## config.mk

```make
export PLATFORM = sky130hd
export DESIGN_NAME = cfg_retry_ctl
export DESIGN_NICKNAME = d
export VERILOG_FILES = /design/src/rtl/cfgrt_pkg.sv /design/src/rtl/cfgrt_usec_timer.sv /design/src/rtl/cfgrt_req_hold.sv /design/src/rtl/cfg_retry_ctl.sv
export SDC_FILE = /design/constraint.sdc
export NUM_CORES = 1
export LEC_CHECK = 0
export BUFFER_PORTS_ARGS = -buffer_cell sky130_fd_sc_hd__buf_4
export CAP_MARGIN = 40
export CORE_MARGIN = 1
export CORE_UTILIZATION = 52
export CTS_BUF_LIST = sky130_fd_sc_hd__clkbuf_16
export CTS_CLUSTER_DIAMETER = 60
export DETAILED_ROUTE_END_ITERATION = 8
export PLACE_DENSITY = 0.94
export SLEW_MARGIN = 20
export SYNTH_ARGS = -nofsm -noshare
export SYNTH_HDL_FRONTEND = slang
export SYNTH_SLANG_ARGS = --single-unit
```

## constraint.sdc

```tcl
create_clock -name clk -period 3.7 [get_ports clk]
set_input_delay 0.185 -clock clk [delete_from_list [all_inputs] [get_ports clk]]
set_output_delay 0.185 -clock clk [all_outputs]
set_load 0.01 [all_outputs]
```

## src/rtl/cfgrt_pkg.sv

```systemverilog
package cfgrt_pkg;
    localparam int DATA_W = 32;
    localparam int BE_W   = DATA_W / 8;
    localparam int STS_W  = 3;

    localparam logic [STS_W-1:0]  STS_OK      = 3'd0;
    localparam logic [STS_W-1:0]  STS_RETRY   = 3'd2;
    localparam logic [STS_W-1:0]  STS_TIMEOUT = 3'd7;
    localparam logic [DATA_W-1:0] VIS_VALUE   = 32'hFFFF_0001;

    typedef enum logic [1:0] {
        ST_IDLE  = 2'd0,
        ST_SEND  = 2'd1,
        ST_WAIT  = 2'd2,
        ST_DELAY = 2'd3
    } seq_state_e;
endpackage

```

## src/rtl/cfgrt_usec_timer.sv

```systemverilog
module cfgrt_usec_timer #(
    parameter int TICKS = 200
) (
    input  logic clk,
    input  logic rst_n,
    input  logic run,
    output logic expire
);
    localparam int CW = $clog2(TICKS + 1);

    logic [CW-1:0] cnt_d, cnt_q;

    assign expire = run && (cnt_q == CW'(TICKS - 1));

    always_comb begin
        cnt_d = cnt_q + 1'b1;
        if (!run || expire) begin
            cnt_d = '0;
        end
    end

    always_ff @(posedge clk or negedge rst_n) begin
        if (!rst_n) begin
            cnt_q <= '0;
        end else begin
            cnt_q <= cnt_d;
        end
    end
endmodule

```

## src/rtl/cfgrt_req_hold.sv

```systemverilog
module cfgrt_req_hold
    import cfgrt_pkg::*;
#(
    parameter int ADDR_W = 12
) (
    input  logic              clk,
    input  logic              rst_n,
    input  logic              load,
    input  logic              in_write,
    input  logic [ADDR_W-1:0] in_addr,
    input  logic [BE_W-1:0]   in_be,
    input  logic [DATA_W-1:0] in_wdata,
    output logic              out_write,
    output logic [ADDR_W-1:0] out_addr,
    output logic [BE_W-1:0]   out_be,
    output logic [DATA_W-1:0] out_wdata
);
    typedef struct packed {
        logic              write;
        logic [ADDR_W-1:0] addr;
        logic [BE_W-1:0]   be;
        logic [DATA_W-1:0] wdata;
    } saved_t;

    saved_t sv_d, sv_q;

    always_comb begin
        sv_d = sv_q;
        if (load) begin
            sv_d.write = in_write;
            sv_d.addr  = in_addr;
            sv_d.be    = in_be;
            sv_d.wdata = in_wdata;
        end
    end

    always_ff @(posedge clk or negedge rst_n) begin
        if (!rst_n) begin
            sv_q <= '0;
        end else begin
            sv_q <= sv_d;
        end
    end

    assign out_write = sv_q.write;
    assign out_addr  = sv_q.addr;
    assign out_be    = sv_q.be;
    assign out_wdata = sv_q.wdata;
endmodule

```

## src/rtl/cfg_retry_ctl.sv

```systemverilog
module cfg_retry_ctl
    import cfgrt_pkg::*;
#(
    parameter int ADDR_W    = 12,
    parameter int CLK_MHZ   = 200,
    parameter int MAX_RETRY = 8
) (
    input  logic              clk,
    input  logic              rst_n,
    input  logic              vis_en,
    input  logic              host_req_valid,
    input  logic              host_req_write,
    input  logic [ADDR_W-1:0] host_req_addr,
    input  logic [3:0]        host_req_be,
    input  logic [31:0]       host_req_wdata,
    output logic              host_req_ready,
    output logic              host_ack,
    output logic [2:0]        host_ack_status,
    output logic [31:0]       host_ack_rdata,
    output logic              host_ack_crs,
    output logic              link_req_valid,
    output logic              link_req_write,
    output logic [ADDR_W-1:0] link_req_addr,
    output logic [3:0]        link_req_be,
    output logic [31:0]       link_req_wdata,
    input  logic              cpl_valid,
    input  logic [2:0]        cpl_status,
    input  logic [31:0]       cpl_data
);
    localparam int TRY_W = $clog2(MAX_RETRY + 1);

    typedef struct packed {
        seq_state_e        st;
        logic [TRY_W-1:0]  tries;
        logic              ack;
        logic [STS_W-1:0]  sts;
        logic [DATA_W-1:0] rdata;
        logic              crs;
    } ctl_t;

    ctl_t c_d, c_q;
    logic load;
    logic tmr_expire;
    logic in_wait;

    assign load    = (c_q.st == ST_IDLE) && host_req_valid;
    assign in_wait = (c_q.st == ST_WAIT);

    cfgrt_req_hold #(.ADDR_W(ADDR_W)) i_hold (
        .clk      (clk),
        .rst_n    (rst_n),
        .load     (load),
        .in_write (host_req_write),
        .in_addr  (host_req_addr),
        .in_be    (host_req_be),
        .in_wdata (host_req_wdata),
        .out_write(link_req_write),
        .out_addr (link_req_addr),
        .out_be   (link_req_be),
        .out_wdata(link_req_wdata)
    );

    cfgrt_usec_timer #(.TICKS(CLK_MHZ)) i_timer (
        .clk   (clk),
        .rst_n (rst_n),
        .run   (c_q.st == ST_DELAY),
        .expire(tmr_expire)
    );

    always_comb begin
        c_d     = c_q;
        c_d.ack = 1'b0;
        c_d.crs = 1'b0;
        unique case (c_q.st)
            ST_IDLE: begin
                if (host_req_valid) begin
                    c_d.st    = ST_SEND;
                    c_d.tries = '0;
                end
            end
            ST_SEND: begin
                c_d.st = ST_WAIT;
            end
            ST_WAIT: begin
                if (cpl_valid) begin
                    if (cpl_status != STS_RETRY) begin
                        c_d.ack   = 1'b1;
                        c_d.sts   = cpl_status;
                        c_d.rdata = cpl_data;
                        c_d.st    = ST_IDLE;
                    end else if (vis_en && !link_req_write) begin
                        c_d.ack   = 1'b1;
                        c_d.sts   = STS_OK;
                        c_d.rdata = VIS_VALUE;
                        c_d.st    = ST_IDLE;
                    end else if (c_q.tries == TRY_W'(MAX_RETRY)) begin
                        c_d.ack   = 1'b1;
                        c_d.crs   = 1'b1;
                        c_d.sts   = STS_TIMEOUT;
                        c_d.rdata = '1;
                        c_d.st    = ST_IDLE;
                    end else begin
                        c_d.tries = c_q.tries + 1'b1;
                        c_d.st    = ST_DELAY;
                    end
                end
            end
            ST_DELAY: begin
                if (tmr_expire) begin
                    c_d.st = ST_SEND;
                end
            end
            default: c_d.st = ST_IDLE;
        endcase
    end

    always_ff @(posedge clk or negedge rst_n) begin
        if (!rst_n) begin
            c_q <= '{st: ST_IDLE, default: '0};
        end else begin
            c_q <= c_d;
        end
    end

    assign host_req_ready  = (c_q.st == ST_IDLE);
    assign link_req_valid  = (c_q.st == ST_SEND);
    assign host_ack        = c_q.ack;
    assign host_ack_status = c_q.sts;
    assign host_ack_rdata  = c_q.rdata;
    assign host_ack_crs    = c_q.crs;
endmodule

```

Word level (Yosys, flattened, before mapping) --
Cells that the tools add are included. Widths: inputs -> output; s select.
Cells by class: add/subtract/negate cells 2, equality and inequality tests 12, mux-type cells 18, reduce and logical (&&, ||, !) cells 12
Operator list (count):
- $mux 37 | 2
- $mux 36 | 2
- $mux 43 | 1
- $mux 4 | 3
- $ne 2x2->1 const B | 6
- $add 8x1->8 const B | 1
- $eq 8x8->1 const B | 1
- $mux 2 | 4
- $mux 8 | 1
- $pmux 2 s4 | 1
- $pmux 4 s2 | 1
- $mux 6 | 1
- $reduce_and 3->1 | 2
- $reduce_and 6->1 | 1
- $add 4x1->4 const B | 1
- $eq 2x2->1 const B | 2
- $eq 4x4->1 const B | 1
- $logic_and 1x1->1 | 3
- $ne 3x2->1 const B | 1
- $reduce_bool 3->1 | 1
- $eq 2x1->1 const B | 1
- $logic_not 1->1 | 2
- $logic_not 2->1 | 1
- $mux 1 | 2
- 2 further kinds | 2
Storage, ports and cells: register bits 100, input bits 89, output and inout bits 88, logic and storage cells 55

Longest topological paths before layout --
Gate-level depths: netlist of the first run.
depth after elaboration 6, mapped depth 7, depth with buffers taken out 6

Modules after synthesis --
Synthesis of the first run repeated with hierarchy kept, for this count alone.
Unflattened totals: cell total of the unflattened synthesis 322, area, all modules 4339.2 um2
By module, submodules not included:
- cfg_retry_ctl | times used 1, cells each 180, area each 2067.0 um2, seq. area each 1076.0 um2
- cfgrt_req_hold | times used 1, cells each 103, area each 1864.3 um2, seq. area each 1226.2 um2
- cfgrt_usec_timer | times used 1, cells each 39, area each 407.9 um2, seq. area each 200.2 um2

Worst setup path after synthesis of the first run --
OpenSTA, ideal clock, no wires.
path type register to register, start reg c_q[41] (netlist name), end reg c_q (netlist bit host_ack_status[1]), setup time 0.082 ns, arrival time 1.615 ns, data required time 3.618 ns, path slack 2.003 ns, cell stages (with the launch flop) 8, path buffers 1, period minus slack after synthesis 1.697 ns, cells stage by stage dfrtp_1 inv_1 ha_1 nand2_1 a31oi_1 clkbuf_1 nor2_1 a31oi_1
On the way: cells in the longest elaborated chain, start to end 2
Ends and longest elaborated chain:
- start, declared | RTL line cfg_retry_ctl.sv:41 | ctl_t c_d, c_q;
- start signal, assigned | RTL line cfg_retry_ctl.sv:119 | c_q <= '{st: ST_IDLE, default: '0};
- start signal, assigned | RTL line cfg_retry_ctl.sv:121 | c_q <= c_d;
- $eq 2x2->1 | RTL line cfg_retry_ctl.sv:74 | unique case (c_q.st)
- $reduce_and 3->1 (no source line)
No other way between the ends. A chain may end at the register's enable or synchronous reset.

Final worst setup path of the first run --
start reg c_q[41] (netlist name), end reg c_q (netlist bit host_ack_rdata[4])
The elaborated chain is that of the path after synthesis.

==> results_dict.tcl, run 1 <==
set metrics [dict create \
    clockBufferDepth 2 \
    cp-end-kind "register" \
    clock_root_buffer "sky130_fd_sc_hd__clkbuf_16" \
    final_common_cell "sky130_fd_sc_hd__buf_4" \
    drtPass1Iterations 4 \
    yosysWarnings 0 \
    switching_share_pct 32.4 \
    met1_usage_pct 25.4 \
    post_route_cells_drive_above_1_share_pct 51.4 \
    netlist-cell-type-count 38 \
    met2_grt_util_pct 38.5 \
    power.share.sequential_pct 40.2 \
    utilization_pct 73.5 \
    postSynthNetCount 448 \
    route.detailed.wl_per_inst_um 15.6 \
    worstSkewPairLatency_ps 330 \
    track_usage_pct 21.8 \
    detailed_place.area_mm2 0.00548 \
    max-slew-margin-rel_pct 49.8 \
    design.die.area_mm2 0.00867 \
    tritoncts "built" \
    placeableCoreArea_mm2 0.00789 \
    drcViolationCount 0 \
    worstMarginPinSlew_ps 744 \
    cts.repair.resized 0 \
    clock-sinks 100 \
    setup_total_negative_slack_ps 0 \
    initial_utilization_pct 54.7 \
    ant_nets 0 \
    drt-initial-drc-count 82 \
    avgViaCountPerCell 5.22 \
    leakage_nw 2.76 \
    io_pins 177 \
    cts.clk_slew.worst_paths_ps 70 \
    status "complete, no violations" \
    grt_remaining_overflow 0 \
    htree_levels 3 \
    netSwitchingPower_mw 1.50 \
    postRouteWirelength_um 9370 \
    grt_max_degree 70 \
    finalHoldViolations 0 \
    fmax_mhz 405 \
    synth.avg_cell_area_um2 12.3 \
    power.internal_mw 3.13 \
    critical_path_class "register to register" \
    die_h_um 93.1 \
    fp-row-count 32 \
    number_of_antenna_violations_at_the_first_check_in_global_routing 0 \
    ys_ff_latch 100 \
    leading_cell_types_in_the_layout_fill_and_taps_excluded "sky130_fd_sc_hd__buf_4, sky130_fd_sc_hd__dfrtp_1, sky130_fd_sc_hd__mux2_2" \
    worst-path-buf-inv 2 \
    final.min_clock_period_ps 2470 \
    critical_path_required_ps 3960 \
    diodes 0 \
    worstSetupStartpointType "register" \
    pre_cts_slack_ps 1250 \
    cellPowerDensity_mw_per_mm2 799 \
    critical_path_top_delay_cell "sky130_fd_sc_hd__a31oi_4" \
    filler_cell_count 528 \
    first_global_vias 3207 \
    grt_first_pass_wirelength_um 14600 \
    min_delay_path_class "primary input to register" \
    cp_top_family "compound AO/OA/AOI/OAI gates" \
    met3_usage_pct 5.93 \
    final_nets 591 \
    irDropWorstVdd_v 0.000407 \
    p_total_mw 4.63 \
    setup_slack_ps 1230 \
    share_clk_of_total_power_pct 18.6 \
    synthCells 352 \
    global_route.peak_usage_layer "met2" \
    clock_skew_ps 5.60 \
    syn_area_mm2 0.00432 \
    setup-violations-final 0 \
    comb_power_share_pct 41.2 \
    placement.io_buffers 176 \
    grt_setup_unrepaired "false" \
    dp_hpwl_um 6960 \
    chipWidth_um 93.1 \
    cp_arrival_ps 2720 \
    list_of_cells_traversed_by_the_critical_path "inv_1 -> ha_1 -> nand2_1 -> a31oi_4 -> buf_4 -> nor2_1 -> a21oi_1" \
    syn2layout_area_growth_pct 34.3 \
    vias 3142 \
    cts_buffers 9 \
    synth_seq_area_share_pct 58.0 \
    placer_congestion 0.805 \
    critPathMaxStageDelay_ps 720 \
    final.period_utilization_pct 66.7 \
    cap_violations 0 \
    critical_path.max_fanout 32 \
    drv_slew 0 \
    design_area_mm2 0.00580 \
]
## cells by family after synthesis
family	after synthesis	synth area share, %
adders and majority gates	7	2.03
buffers and inverters	57	8.20
muxes	51	13.3
DFF	100	58.0
and+or+nand+nor	73	8.49
AOI/OAI and AO/OA	58	8.78
xor gates and xnor gates	6	1.22
## per-layer routing
| layer | vias to the layer above | part of all wire [%] |
|---|---|---|
| met3 | 14 | 7.1 |
| met1 | 1520 | 39 |
| met2 | 139 | 53 |
| met4 | 0 | 1.6 |
| li1 | 1469 | - |
| met5 | - | 0 |
## flip-flops by register name, summed over array words and instances (netlist names)
register	count
c_q	6
host_ack	1
host_ack_crs	1
host_ack_rdata	32
host_ack_status	3
i_hold.out_addr	12
i_hold.out_be	4
i_hold.out_wdata	32
i_hold.out_write	1
i_timer.cnt_q	8
## cells in the mapped netlist (all sizes together)
| library cell | n | area share [%] |
|---|---|---|
| inv | 7 | 0.61 |
| o21ai | 4 | 0.46 |
| nor3 | 7 | 1.2 |
| nor4 | 1 | 0.15 |
| ha | 7 | 2.0 |
| a221o | 1 | 0.23 |
| o21ba | 1 | 0.23 |
| nand4 | 1 | 0.15 |
| nand3 | 8 | 0.93 |
| or2 | 1 | 0.15 |
| clkbuf | 8 | 0.70 |
| buf | 42 | 6.9 |
| a31oi | 4 | 0.58 |
| nand2b | 1 | 0.15 |
| nand3b | 1 | 0.17 |
| and3 | 3 | 0.43 |
| or3b | 1 | 0.26 |
| mux2 | 51 | 13 |
| o32a | 2 | 0.46 |
| nor2b | 3 | 0.43 |
| nor2 | 36 | 3.1 |
| a21oi | 32 | 3.8 |
| o41ai | 1 | 0.38 |
| xor2 | 3 | 0.61 |
| o2bb2ai | 1 | 0.20 |
| dfrtp | 100 | 58 |
| xnor2 | 3 | 0.61 |
| nor3b | 1 | 0.29 |
| and3b | 1 | 0.20 |
| nand2 | 5 | 0.43 |
| and2 | 3 | 0.43 |
| o22a | 12 | 2.4 |
## power by group through the flow
| stage | Sequential [mW] | Combinational [mW] | Clock [mW] |
|---|---|---|---|
| 2_1_floorplan | 1.95 | 1.07 | 0 |
| 3_3_place_gp | 1.84 | 1.85 | 0 |
| 3_5_place_dp | 1.88 | 1.93 | 0 |
| 4_1_cts | 1.86 | 1.94 | 0.884 |
| 5_1_grt | 1.92 | 2.06 | 0.923 |
| 6_report | 1.86 | 1.91 | 0.859 |
## metrics by stage
stage	cells	hold WS, ps
2_1_floorplan	352	-111
3_3_place_gp	583	340
3_5_place_dp	583	357
4_1_cts	600	52.8
5_1_grt	602	49.3
6_report	602	62.8
## final cells by class
cell class	count	area, um^2	share of cell area, %
inverter	7	26.3	0.453
clock inverter	7	51.3	0.885
sequential	100	2500	43.1
multi-input combinational	195	1480	25.5
clock buffer	9	225	3.88
tap	102	128	2.20
timing repair buffer	182	1390	23.9
## worst paths after layout
path                                                 start                               end  slack (ps)  cells after the start
worst min register to register  i_timer.cnt_q[0]$_DFF_PN0_        i_timer.cnt_q[0]$_DFF_PN0_         490                      1
min in group asynchronous                            rst_n  i_hold.out_wdata[12]$_DFFE_PN0P_         250                      2
worst max-delay path                   c_q[41]$_DFFE_PN0P_     host_ack_rdata[4]$_DFFE_PN0P_        1230                      7
worst min-delay path                          cpl_data[20]    host_ack_rdata[20]$_DFFE_PN0P_          60                      2
worst max register to register         c_q[41]$_DFFE_PN0P_     host_ack_rdata[4]$_DFFE_PN0P_        1230                      7
max in group asynchronous                            rst_n    host_ack_rdata[31]$_DFFE_PN0P_        2830                      3
## what timing repair did
| action | in CTS | in global routing |
|---|---|---|
| setup buffers | 0 | 0 |
| endpoints found under the hold margin | 1 | 0 |
| hold buffers | 1 | 0 |
Note: power is estimated with default switching activity, not from simulation.
==> run 2: changes to the inputs <==
--- a/config.mk
+++ b/config.mk
@@ -5,14 +5,15 @@
 export SDC_FILE = /design/constraint.sdc
 export NUM_CORES = 1
 export LEC_CHECK = 0
+export ABC_AREA = 1
 export BUFFER_PORTS_ARGS = -buffer_cell sky130_fd_sc_hd__buf_4
 export CAP_MARGIN = 40
 export CORE_MARGIN = 1
-export CORE_UTILIZATION = 52
+export CORE_UTILIZATION = 44
 export CTS_BUF_LIST = sky130_fd_sc_hd__clkbuf_16
 export CTS_CLUSTER_DIAMETER = 60
 export DETAILED_ROUTE_END_ITERATION = 8
-export PLACE_DENSITY = 0.94
+export PLACE_DENSITY = 0.85
 export SLEW_MARGIN = 20
 export SYNTH_ARGS = -nofsm -noshare
 export SYNTH_HDL_FRONTEND = slang
==> constraint.sdc (replaced) <==
create_clock -name clk -period 2 [get_ports clk]
set_input_delay 0.1 -clock clk [delete_from_list [all_inputs] [get_ports clk]]
set_output_delay 0.1 -clock clk [all_outputs]
set_load 0.01 [all_outputs]
==> results_dict.tcl, run 2 <==
set metrics [dict create \
    status "complete, no violations" \
    post_route_cells_drive_above_1_share_pct 39.4 \
    track_usage_pct 20.5 \
    postSynthNetCount 534 \
    regToRegStartpoint "c_q[37]$_DFFE_PN0P_" \
    p_total_mw 8.82 \
    io_pins 177 \
    final.min_clock_period_ps 1780 \
    min_delay_path_class "primary input to register" \
    clock_skew_ps 10.7 \
    cp_arrival_ps 2050 \
    synthMuxAreaShare_pct 12.4 \
    grt_remaining_overflow 0 \
    placement.io_buffers 176 \
    tritoncts "built" \
    synthMostInstantiatedCell "sky130_fd_sc_hd__nand2_1" \
    fmax_mhz 561 \
    leakage_nw 3.33 \
    setup_total_negative_slack_ps 0 \
    critical_path_class "register to register" \
    synth_xor_xnor_area_share_pct 0.591 \
    utilization_pct 66.0 \
    cellPowerDensity_mw_per_mm2 1370 \
    leading_cell_types_in_the_layout_fill_and_taps_excluded "sky130_fd_sc_hd__buf_4, sky130_fd_sc_hd__nand2_1, sky130_fd_sc_hd__dfrtp_1" \
    placer_congestion 0.766 \
    syn2layout_area_growth_pct 45.1 \
    synth_fa_ha_area_share_pct 1.97 \
    drtPass1Iterations 4 \
    fp-row-count 36 \
    final.period_utilization_pct 89.1 \
    holdCritStartpoint "cpl_data[27]" \
    first_global_vias 3629 \
    drt-initial-drc-count 123 \
    cts.clk_slew.worst_paths_ps 70 \
    final_nets 725 \
    max-slew-margin-rel_pct 57.7 \
    synth-compound-area-share_pct 1.69 \
    worstMarginPinSlew_ps 634 \
    main_combinational_cell_family_by_area_after_synthesis "simple AND/OR/NAND/NOR gates" \
    drcViolationCount 0 \
    netlist-cell-type-count 23 \
    fin_hold_ws_ps 3.65 \
    worst_r2r_endpoint "host_ack_rdata[22]$_DFFE_PN0P_" \
    ys_ff_latch 100 \
    critical_path.max_fanout 36 \
    dp_hpwl_um 7390 \
    clock-sinks 100 \
    worst_setup_path_startpoint "c_q[37]$_DFFE_PN0P_" \
    setup-violations-final 0 \
    clockBufferDepth 2 \
    grt_max_degree 53 \
    initial_utilization_pct 45.5 \
    synth_enable_flop_cells 0 \
    htree_levels 3 \
    postRouteWirelength_um 11000 \
    synth_seq_area_share_pct 56.3 \
    crit_end "host_ack_rdata[22]$_DFFE_PN0P_" \
    cts_buffers 9 \
    grt_setup_unrepaired "false" \
    clock_root_buffer "sky130_fd_sc_hd__clkbuf_16" \
    worstSkewPairLatency_ps 340 \
    design.die.area_mm2 0.0105 \
    grt_first_pass_wirelength_um 16500 \
    placeableCoreArea_mm2 0.00977 \
    ant_nets 0 \
    cts.repair.resized 0 \
    synthTopCellsByCount "sky130_fd_sc_hd__nand2_1, sky130_fd_sc_hd__dfrtp_1, sky130_fd_sc_hd__nor2_1" \
    cp-end-kind "register" \
    vias 3632 \
    diodes 0 \
    synth_top_cells_by_area "sky130_fd_sc_hd__dfrtp_1, sky130_fd_sc_hd__mux2_2, sky130_fd_sc_hd__nand2_1" \
    yosys.area.top_type "sky130_fd_sc_hd__dfrtp_1" \
    cap_violations 0 \
    chipWidth_um 103 \
    synth.avg_cell_area_um2 10.1 \
    reg2reg_setup_slack_ps 220 \
    synthCells 438 \
    synth_async_sr_flop_share_pct 100 \
    yosysWarnings 0 \
    yosys_most_used_dff "sky130_fd_sc_hd__dfrtp_1" \
    die_h_um 103 \
    avgViaCountPerCell 4.74 \
    syn_area_mm2 0.00444 \
    synth.top_cell.area_share_pct 56.3 \
    route.detailed.wl_per_inst_um 14.3 \
    irDropWorstVdd_v 0.000825 \
    number_of_antenna_violations_at_the_first_check_in_global_routing 0 \
    detailed_place.area_mm2 0.00565 \
    worstSetupStartpointType "register" \
    critical_path_required_ps 2270 \
    reg2regPathDepth 10 \
    finalHoldViolations 0 \
    design_area_mm2 0.00645 \
    final_common_cell "sky130_fd_sc_hd__buf_4" \
    synth_simple_gate_area_share_pct 17.6 \
    drv_slew 0 \
]
[run 2: cell count changes after synthesis, moves of 5 or more]
cell,previous run,this run
sky130_fd_sc_hd__buf_2,1,9
sky130_fd_sc_hd__nand2_1,5,127
sky130_fd_sc_hd__nor2_1,36,53
sky130_fd_sc_hd__a21oi_1,31,2
sky130_fd_sc_hd__clkbuf_1,8,2
sky130_fd_sc_hd__buf_1,5,0
sky130_fd_sc_hd__inv_1,7,20
sky130_fd_sc_hd__o22a_1,12,0
[run 2: kinds of logic after synthesis]
kind of cell | Yosys count
compound gates | 14
simple gates | 196
xor+xnor | 3
buf+inv | 69
flops | 100
mux | 49
fa+ha+maj | 7
[run 2: repair_timing]
action,CTS,global route
setup endpoints to repair,0,0
hold buffers,42,6
endpoints found under the hold margin,89,6
buffers inserted,0,0
[run 2: metal layers]
metal	vias to the layer above	part of all wire [%]	global-route usage, %
li1	1734	-	-
met1	1728	39	23.7
met2	147	53	37.1
met3	23	6.2	4.75
met4	0	2.0	7.47
met5	-	0	0
[run 2: final cells by class]
cell class / count / area [um^2]
clock inverter: 7 / 91.3
sequential: 100 / 2500
timing repair buffer: 228 / 1860
fill: 709 / 3330
multi-input combinational: 269 / 1530
tap: 133 / 166
inverter: 21 / 81.3
clock buffer: 9 / 225
[run 2: report_power, final]
| part | switching, mW | total, mW | leakage, nW | internal, mW |
|---|---|---|---|---|
| Sequential | 0.526 | 3.43 | 1.22 | 2.90 |
| Clock | 0.804 | 1.81 | 0.151 | 1.00 |
| Combinational | 1.61 | 3.58 | 1.96 | 1.97 |
| Total | 2.94 | 8.82 | 3.33 | 5.87 |
[run 2: worst min-delay path by stage]
stage | to | slack [ps] | cells after the start
6_report | host_ack_rdata[27]$_DFFE_PN0P_ | 4 | 3
5_1_grt | i_hold.out_wdata[15]$_DFFE_PN0P_ | 0.5 | 2
4_1_cts | i_hold.out_wdata[15]$_DFFE_PN0P_ | 0.1 | 2
3_5_place_dp | host_ack_rdata[23]$_DFFE_PN0P_ | 160 | 1
3_3_place_gp | host_ack_rdata[25]$_DFFE_PN0P_ | 150 | 1
2_1_floorplan | c_q[37]$_DFFE_PN0P_ | -200 | 0
[run 2: stage by stage]
stage          cells  setup slack, ps
2_1_floorplan    438              319
3_3_place_gp     703              294
3_5_place_dp     703              219
4_1_cts          761              193
5_1_grt          767             34.1
6_report         767              217
[run 2: worst max-delay path: stages (launching register included)]
cell and delay (ps):
sky130_fd_sc_hd__dfrtp_1 410, sky130_fd_sc_hd__inv_1 110, sky130_fd_sc_hd__ha_1 160, sky130_fd_sc_hd__nand2_1 60, sky130_fd_sc_hd__nor2_1 150, sky130_fd_sc_hd__nor2_1 80
sky130_fd_sc_hd__nand2_1 100, sky130_fd_sc_hd__nand2_2 80, sky130_fd_sc_hd__inv_4 260, sky130_fd_sc_hd__o21ai_0 200, sky130_fd_sc_hd__nand2_1 100
